--- src/rtl/lock_pkg.sv ---
package lock_pkg;
  typedef enum logic [1:0] {
    MODE_WAIT  = 2'd0,
    MODE_OPEN  = 2'd1,
    MODE_ALARM = 2'd2
  } lock_mode_e;
endpackage

--- src/rtl/code_matcher.sv ---
module code_matcher #(
  parameter int                  CODE_LEN = 5,
  parameter logic [CODE_LEN-1:0] SECRET   = 5'b10110,
  localparam int                 CW       = $clog2(CODE_LEN)
) (
  input  logic [CW-1:0] pos_i,
  input  logic          bit_i,
  output logic          bit_ok_o,
  output logic          last_o
);
  logic [CW-1:0] idx;
  logic          want;

  // First arriving bit is compared against the top bit of SECRET.
  always_comb begin
    idx      = CW'(CODE_LEN - 1) - pos_i;
    want     = SECRET[idx];
    bit_ok_o = (bit_i == want);
    last_o   = (pos_i == CW'(CODE_LEN - 1));
  end
endmodule

--- src/rtl/lock_next_state.sv ---
module lock_next_state
  import lock_pkg::*;
#(
  parameter int  CODE_LEN = 5,
  localparam int CW       = $clog2(CODE_LEN)
) (
  input  logic          rst_i,
  input  logic          bit_i,
  input  lock_mode_e    mode_i,
  input  logic [CW-1:0] pos_i,
  input  logic          bit_ok_i,
  input  logic          last_i,
  output lock_mode_e    mode_o,
  output logic [CW-1:0] pos_o
);
  always_comb begin
    mode_o = mode_i;
    pos_o  = pos_i;
    if (rst_i) begin
      mode_o = MODE_WAIT;
      pos_o  = '0;
    end else begin
      unique case (mode_i)
        MODE_WAIT: begin
          if (!bit_ok_i) begin
            mode_o = MODE_ALARM;
            pos_o  = '0;
          end else if (last_i) begin
            mode_o = MODE_OPEN;
            pos_o  = '0;
          end else begin
            pos_o = pos_i + 1'b1;
          end
        end
        MODE_OPEN: begin
          if (!bit_i) begin
            mode_o = MODE_WAIT;
            pos_o  = '0;
          end
        end
        MODE_ALARM: begin
          mode_o = MODE_ALARM;
        end
        default: begin
          mode_o = MODE_ALARM;
          pos_o  = '0;
        end
      endcase
    end
  end
endmodule

--- src/rtl/lock_out_reg.sv ---
module lock_out_reg
  import lock_pkg::*;
(
  input  logic       clk,
  input  lock_mode_e mode_n_i,
  output logic       locked_o,
  output logic       alarm_o
);
  // Moore decode of the state being entered, registered alongside it.
  always_ff @(posedge clk) begin
    locked_o <= (mode_n_i != MODE_OPEN);
    alarm_o  <= (mode_n_i == MODE_ALARM);
  end
endmodule

--- src/rtl/seq_code_lock.sv ---
module seq_code_lock
  import lock_pkg::*;
#(
  parameter int                  CODE_LEN = 5,
  parameter logic [CODE_LEN-1:0] SECRET   = 5'b10110
) (
  input  logic clk,
  input  logic rst_i,
  input  logic code_bit_i,
  output logic locked_o,
  output logic alarm_o
);
  localparam int CW = $clog2(CODE_LEN);

  lock_mode_e    mode_q, mode_n;
  logic [CW-1:0] pos_q, pos_n;
  logic          bit_ok, last_bit;

  code_matcher #(.CODE_LEN(CODE_LEN), .SECRET(SECRET)) u_match (
    .pos_i    (pos_q),
    .bit_i    (code_bit_i),
    .bit_ok_o (bit_ok),
    .last_o   (last_bit)
  );

  lock_next_state #(.CODE_LEN(CODE_LEN)) u_next (
    .rst_i    (rst_i),
    .bit_i    (code_bit_i),
    .mode_i   (mode_q),
    .pos_i    (pos_q),
    .bit_ok_i (bit_ok),
    .last_i   (last_bit),
    .mode_o   (mode_n),
    .pos_o    (pos_n)
  );

  always_ff @(posedge clk) begin
    mode_q <= mode_n;
    pos_q  <= pos_n;
  end

  lock_out_reg u_out (
    .clk      (clk),
    .mode_n_i (mode_n),
    .locked_o (locked_o),
    .alarm_o  (alarm_o)
  );
endmodule

--- config.mk ---
export PLATFORM = sky130hd
export DESIGN_NAME = seq_code_lock
export DESIGN_NICKNAME = d
export VERILOG_FILES = /design/src/rtl/lock_pkg.sv /design/src/rtl/code_matcher.sv /design/src/rtl/lock_next_state.sv /design/src/rtl/lock_out_reg.sv /design/src/rtl/seq_code_lock.sv
export SDC_FILE = /design/constraint.sdc
export NUM_CORES = 1
export LEC_CHECK = 0
export ABC_AREA = 1
export BUFFER_PORTS_ARGS = -buffer_cell sky130_fd_sc_hd__buf_2
export CORE_AREA = 4 4 41 43
export CTS_CLUSTER_DIAMETER = 200
export DETAILED_ROUTE_END_ITERATION = 16
export DIE_AREA = 0 0 45 47
export GPL_TIMING_DRIVEN = 0
export MAX_ROUTING_LAYER = met4
export SLEW_MARGIN = 20
export SYNTH_ARGS = -nofsm -noshare
export SYNTH_HDL_FRONTEND = slang
export SYNTH_HIERARCHICAL = 1
export SYNTH_SLANG_ARGS = --single-unit
--- constraint.sdc ---
create_clock -name clk -period 1.7 [get_ports clk]
set_input_delay 0.34 -clock clk [delete_from_list [all_inputs] [get_ports clk]]
set_output_delay 0.34 -clock clk [all_outputs]
set_load 0.02 [all_outputs]
==> summary.md, run 1 <==
| Metric | Value |
|---|---|
| Min-delay src | `rst_i` |
| Critical Path Source Type | `register` |
| Routed met3 length | `24 µm` |
| Post-synth cell types | `15` |
| Setup violations, final | `0` |
| RSZ-0062 raised after global routing | `yes` |
| GP Congestion | `0.730` |
| Die area | `0.00212 mm²` |
| Initial DRC count | `10` |
| Synthesized Nets | `69` |
| Max-slew violation count | `0` |
| Util after Layout | `0.413` |
| Vias per inst | `4.36` |
| Clk sinks | `7` |
| Synthesized flop and latch total | `7` |
| Peak VDD IR | `0.000469 V` |
| Arr. time, crit path | `1.77 ns` |
| Tot GR Track Use | `0.0933` |
| Core Region | `0.00130 mm²` |
| Setup crit start | `pos_q[1]` |
| Layout area overhead | `28.4%` |
| Setup WS post-layout | `0.119 ns` |
| Outcome | `complete, no violations` |
| Cell mode on critical path | `nor2_1` |
| Slowest library cell on the worst path | `dfxtp_2` |
| Setup WS pre-CTS | `-0.103 ns` |
| CP Capture Type | `register` |
| WL met1 | `424 µm` |
| Slew headroom | `0.821` |
| Chip Width | `45 µm` |
| Non-Filler Instances | `87` |
| Crit path max fanout | `4` |
| Uppermost layer routed | `met4` |
| Most frequent cells in the layout | `nand2_1 (16), inv_1 (9), nor2_1 (7)` |
| First-pass GRT wire length | `1280 µm` |
| GR Overflow Total | `0` |
| IO Count | `5` |
| Pwr dens | `965 mW/mm²` |
| Minimum clock period | `1.58 ns` |
| Max Buffers Root-to-Sink | `2` |
| Tot Pwr | `519 µW` |
| ANT cells | `0` |
| Worst r2r dst | `u_out/alarm_o` |
| Starting Density | `0.322` |
| Worst slew pin tran | `0.268 ns` |
| Placed Instances | `82` |
| CTS HTree Levels | `1` |
| ANT nets after route | `0` |
| Total number of vias | `379` |
| Count of yosys warnings during synthesis | `6` |
| Rows | `13` |
| Reg2reg setup slack | `0.12 ns` |
| Crit Reg-Reg Startpoint | `pos_q[1]` |
| Critical Path Max Stage Delay | `0.34 ns` |
| Hold WC Path Type | `in -> reg` |
| Worst Path Class, Setup | `reg -> reg` |
| Mapped Area | `419 µm²` |
| Clock transition at the registers of the reported paths | `0.05 ns` |
| Post-DP HPWL | `581 µm` |
| Worst-Skew Late Latency | `0.25 ns` |
| Die Y | `47 µm` |
| Met2 wire length | `378 µm` |
| Routed wire length per instance | `9.56 µm` |
| Hold buffers post-CTS | `0` |
| Commonest non-fill, non-tap cell in the layout | `nand2_1` |
| Largest net degree at the start of global routing | `9` |
| Vias in the first global route | `315` |
| IO buf count | `4` |
| Layout cell share with drive strength beyond 1 | `0.319` |
| Max Cap Violations | `0` |
| Clk_skew | `0.00123 ns` |
| Nets | `79` |
| Worst EP required | `1.89 ns` |
| Final hold violation count | `0` |
| Crit path cell chain | `inv_1 > ha_4 > ha_4 > inv_4 > nand3_2 > nand2_1 > nand2_2 > nor2_1 > nor2_1 > nor2_1 > inv_1 > nor2_2` |
| Seq/Total Area, Yosys | `0.334` |
| CTS tree | `yes` |
| Antenna violations before repair | `0` |
| Leakage power | `0.228 nW` |
| Clk root buf | `clkbuf_4` |
| Fmax | `633 MHz` |
| DRT Pass-1 Iters | `4` |
| Number of DRC violations after detailed routing | `0` |
| Critical Path End | `u_out/alarm_o` |
| Final Cycle Share | `0.930` |
| R2r worst-path depth | `12` |
| Mapped Cells | `63` |
| Total wire length | `832 µm` |
| Total CTS buffers | `3` |
| Mean post-synth cell area | `6.65 µm²` |
| Worst Hold Depth | `2` |
-- kinds of logic (layout without fill, tap and decap cells) --
| family | Yosys count | count (layout) | synth area share |
|---|---|---|---|
| and+or+nand+nor | 35 | 35 | 0.382 |
| adders and majority gates | 3 | 3 | 0.0896 |
| AOI/OAI and AO/OA | 5 | 5 | 0.0597 |
| buffers and inverters | 13 | 22 | 0.134 |
| DFF | 7 | 7 | 0.334 |
-- layout make-up --
type	count	area (µm²)
Buffer	1	11.3
Clock buffer	4	26.3
Fill cell	142	763
Inverter	12	50.0
Multi-Input combinational cell	43	259
Sequential cell	7	145
Tap cell	15	18.8
Timing Repair Buffer	5	27.5
-- cell usage after synthesis (all sizes together) --
library cell,count,area share
o21ai,1,0.012
buf,1,0.027
nand4,1,0.015
inv,12,0.11
a21oi,4,0.048
dfxtp,7,0.33
nand3,7,0.096
nor2,9,0.10
nand2,18,0.17
ha,3,0.090
-- routing by layer --
layer,track usage,vias up
li1,-,212
met3,0.0345,2
met1,0.122,160
met2,0.105,5
met5,-,-
met4,0.0877,0
-- metrics by stage --
step / instance area (µm²) / TNS, ns / hold slack (ns)
after floorplan: 419 / 0 / 0.409
after global placement: 458 / -0.122 / 0.500
after detailed placement: 458 / -0.173 / 0.497
after CTS: 492 / 0 / 0.316
after global routing: 538 / -0.0369 / 0.314
final: 538 / 0 / 0.323
-- worst max-delay path, delay by kind of cell, from the launching register on --
| kind | cells | cell delay [ns] |
|---|---|---|
| simple gates | 7 | 0.57 |
| fa+ha+maj | 2 | 0.41 |
| flops | 1 | 0.34 |
| buf+inv | 3 | 0.20 |
-- worst min path at each step --
stage,to,slack (ns)
finish,pos_q[1],0.32
global route,pos_q[1],0.31
CTS,pos_q[1],0.32
detailed placement,pos_q[1],0.50
global placement,pos_q[1],0.50
floorplan,pos_q[1],0.41
-- report_power, final --
| group | switching, mW | internal (mW) | total, mW |
|---|---|---|---|
| registers | 0.0172 | 0.181 | 0.198 |
| logic | 0.0944 | 0.0750 | 0.169 |
| clock network | 0.0619 | 0.0896 | 0.151 |
-- flip-flops by register name, summed over array words and instances (netlist names) --
| name | cells |
|---|---|
| mode_q | 2 |
| pos_q | 3 |
| u_out/locked_o | 1 |
| u_out/alarm_o | 1 |
-- repair_timing --
action                                  4_1_cts  5_1_grt
gates resized for setup                       3        9
pin swaps                                     1        8
endpoints found under the setup margin        3        3
setup buffers                                 0        1
Note: power is estimated with default switching activity, not from simulation.
==> inputs of run 2 (changes only) <==
ABC_AREA = default   (was 1)
==> run 2 against run 1 <==
The flow now finishes with violations (setup timing). Sequential share of layout area down 1.3 points. Area after synthesis fell by 14%. Synthesized cell count decreased by 41%. Combinational power rose to 3.2 times the previous value. Final cell count shrank 25%. Worst setup slack worse by 0.21 ns. Critical endpoint is now u_out/locked_o. Clock skew rose by 0.0028 ns. Fmax is 12% lower.
==> summary.md, run 2 <==
| Metric | Value |
|---|---|
| Vias in the first global route | `275` |
| Hold WC Path Type | `in -> reg` |
| Mapped Cells | `37` |
| EDFF count, synth | `0` |
| Crit Reg-Reg Startpoint | `pos_q[0]` |
| Nets | `57` |
| Largest cells by area after synthesis | `dfxtp_1 (39%), ha_1 (10%), nor4b_4 (6.6%)` |
| Post-synthesis mux area share | `0` |
| Clk root buf | `clkbuf_4` |
| Leakage power | `0.225 nW` |
| Synth Area in Simple Gates | `0.268` |
| Max Cap Violations | `0` |
| Vias per inst | `4.51` |
| Top cells by count, synth | `dfxtp_1 (7), nor2_1 (6), a21oi_1 (3), ha_1 (3), inv_1 (3)` |
| Total number of vias | `293` |
| Clock transition at the registers of the reported paths | `0.05 ns` |
| Worst r2r dst | `u_out/locked_o` |
| Fmax | `558 MHz` |
| Pwr dens | `1650 mW/mm²` |
| Layout area overhead | `57.5%` |
| GR Overflow Total | `0` |
| ANT cells | `0` |
| Clk sinks | `7` |
| Routed wire length per instance | `11.0 µm` |
| Synthesized Nets | `43` |
| R2r worst-path depth | `10` |
| Setup violations, final | `5` |
| Mapped Area | `359 µm²` |
| GP Congestion | `0.696` |
| Initial DRC count | `6` |
| Setup WS pre-CTS | `-0.220 ns` |
| Setup WS post-layout | `-0.0913 ns` |
| Worst Path Class, Setup | `reg -> reg` |
| FFs w/ async S/R, synth | `0` |
| Main combinational cell family by area after synthesis | `simple AND/OR/NAND/NOR gates` |
| Outcome | `complete, but fails checks` |
| Mean post-synth cell area | `9.71 µm²` |
| IO Count | `5` |
| IO buf count | `4` |
| ANT nets after route | `0` |
| First-pass GRT wire length | `1150 µm` |
| Util after Layout | `0.435` |
| Number of DRC violations after detailed routing | `0` |
| Fillers | `140` |
| Synth Area in Compound Gates | `0.157` |
| Arr. time, crit path | `1.92 ns` |
| Setup crit start | `pos_q[0]` |
| Failing checks | `setup timing` |
| Critical Path End | `u_out/locked_o` |
| Worst-Skew Late Latency | `0.24 ns` |
| Max reg flops | `3` |
| Tot GR Track Use | `0.0777` |
| Synthesized flop and latch total | `7` |
| Total wire length | `713 µm` |
| Seq/Total Area, Yosys | `0.390` |
| Final hold violation count | `0` |
| DRT Pass-1 Iters | `4` |
| Count leader, synth | `dfxtp_1` |
| Antenna violations before repair | `0` |
| Die Y | `47 µm` |
| Starting Density | `0.276` |
| Largest reg by FF count | `pos_q` |
| Worst EP required | `1.83 ns` |
| Count of yosys warnings during synthesis | `6` |
| Peak VDD IR | `0.000754 V` |
| Chip Width | `45 µm` |
| Die area | `0.00212 mm²` |
| Crit path max fanout | `3` |
| Clk_skew | `0.00404 ns` |
| Final Cycle Share | `1.05` |
| CTS tree | `yes` |
| Share of the synthesized area in the top cell type | `0.390` |
| Critical Path Source Type | `register` |
| Most frequent cells in the layout | `dfxtp_1 (5), buf_4 (5), buf_2 (4), nor2_1 (4)` |
| Slew headroom | `0.759` |
| CP Capture Type | `register` |
| CTS HTree Levels | `1` |
| Main synth FF type | `dfxtp_1` |
| XOR/XNOR share of the synthesized area | `0.0488` |
| RSZ-0062 raised after global routing | `yes` |
| Post-DP HPWL | `477 µm` |
| Worst slew pin tran | `0.360 ns` |
| Max Buffers Root-to-Sink | `2` |
| Largest net degree at the start of global routing | `8` |
| Max-slew violation count | `0` |
| Rows | `13` |
| Layout cell share with drive strength beyond 1 | `0.680` |
| Reg2reg setup slack | `-0.09 ns` |
| Hold buffers post-CTS | `0` |
| Largest area contributor in the netlist | `dfxtp_1` |
| Total CTS buffers | `3` |
| Minimum clock period | `1.79 ns` |
| Core Region | `0.00130 mm²` |
| Adder and majority cell fraction of the synthesized area | `0.105` |
| Post-synth cell types | `18` |
| Top flop regs | `pos_q: 3 flops, mode_q: 2 flops` |
-- run 2: cell count changes in the layout (fill, tap and decap cells not counted), moves of 2 or more --
cell	previous run	this run
inv_1	9	1
nand3_1	5	0
a211oi_2	0	3
buf_4	1	5
a21oi_1	3	0
nand3_2	2	0
nand2_1	16	0
nor2_1	7	4
a21oi_2	1	3
-- run 2: cell type report --
| cell class | instances | area, µm² | share of cell area |
|---|---|---|---|
| clock buffers | 4 | 26.3 | 0.0465 |
| inverters | 3 | 13.8 | 0.0243 |
| multi-input cells | 27 | 304 | 0.538 |
| flip-flops and latches | 7 | 145 | 0.257 |
| well taps | 15 | 18.8 | 0.0332 |
| repair buffers | 9 | 57.6 | 0.102 |
-- run 2: metal layers --
metal / global-route usage / vias to the layer above / part of all wire
met3: 0.0115 / 0 / 0.0084
met1: 0.0986 / 135 / 0.51
met5: - / - / 0
li1: - / 157 / -
met2: 0.113 / 1 / 0.48
met4: 0.0526 / 0 / 0
-- run 2: metrics by stage --
stage	setup TNS, ns	power (mW)	hold WS, ns	instance area (µm²)	std cells
3_3_place_gp	-0.395	0.533	0.492	435	56
4_1_cts	-0.453	0.856	0.311	520	65
6_report	-0.342	0.935	0.332	566	65
2_1_floorplan	-0.00501	0.488	0.427	397	37
3_5_place_dp	-0.686	0.547	0.491	435	56
5_1_grt	-1.00	1.01	0.331	566	65
-- run 2: cells by family after synthesis --
group | Yosys count
simple gates | 14
compound gates | 8
xor+xnor | 2
fa+ha+maj | 3
flops | 7
buf+inv | 3
-- run 2: worst min path at each step --
stage             start   endpoint  slack, ns  cells after the start
4_1_cts           rst_i  mode_q[1]       0.31                      2
6_report          rst_i  mode_q[0]       0.33                      2
5_1_grt           rst_i  mode_q[0]       0.33                      2
2_1_floorplan     rst_i  mode_q[1]       0.43                      1
3_5_place_dp   pos_q[1]   pos_q[1]       0.49                      2
3_3_place_gp   pos_q[1]   pos_q[1]       0.49                      2
-- run 2: worst max-delay path: stages, from the launching register on --
cell and delay (ns):
dfxtp_4 0.36, inv_4 0.03, ha_4 0.15, ha_4 0.21
nor2_4 0.11, xor2_2 0.16, buf_4 0.13, and3b_2 0.17
a21oi_2 0.04, nor3_4 0.24, nand2b_1 0.07
-- run 2: timing repair --
| action | in CTS | in global routing |
|---|---|---|
| pin swaps | 4 | 4 |
| setup endpoints to repair | 6 | 7 |
| resized for setup | 5 | 9 |
| setup buffers | 5 | 0 |
-- run 2: power breakdown --
group	switching [mW]	internal (mW)	total, mW	leakage, nW
registers	0.0397	0.206	0.246	0.0585
logic	0.243	0.298	0.541	0.151
clock network	0.0582	0.0894	0.148	0.0150
total	0.341	0.593	0.935	0.225
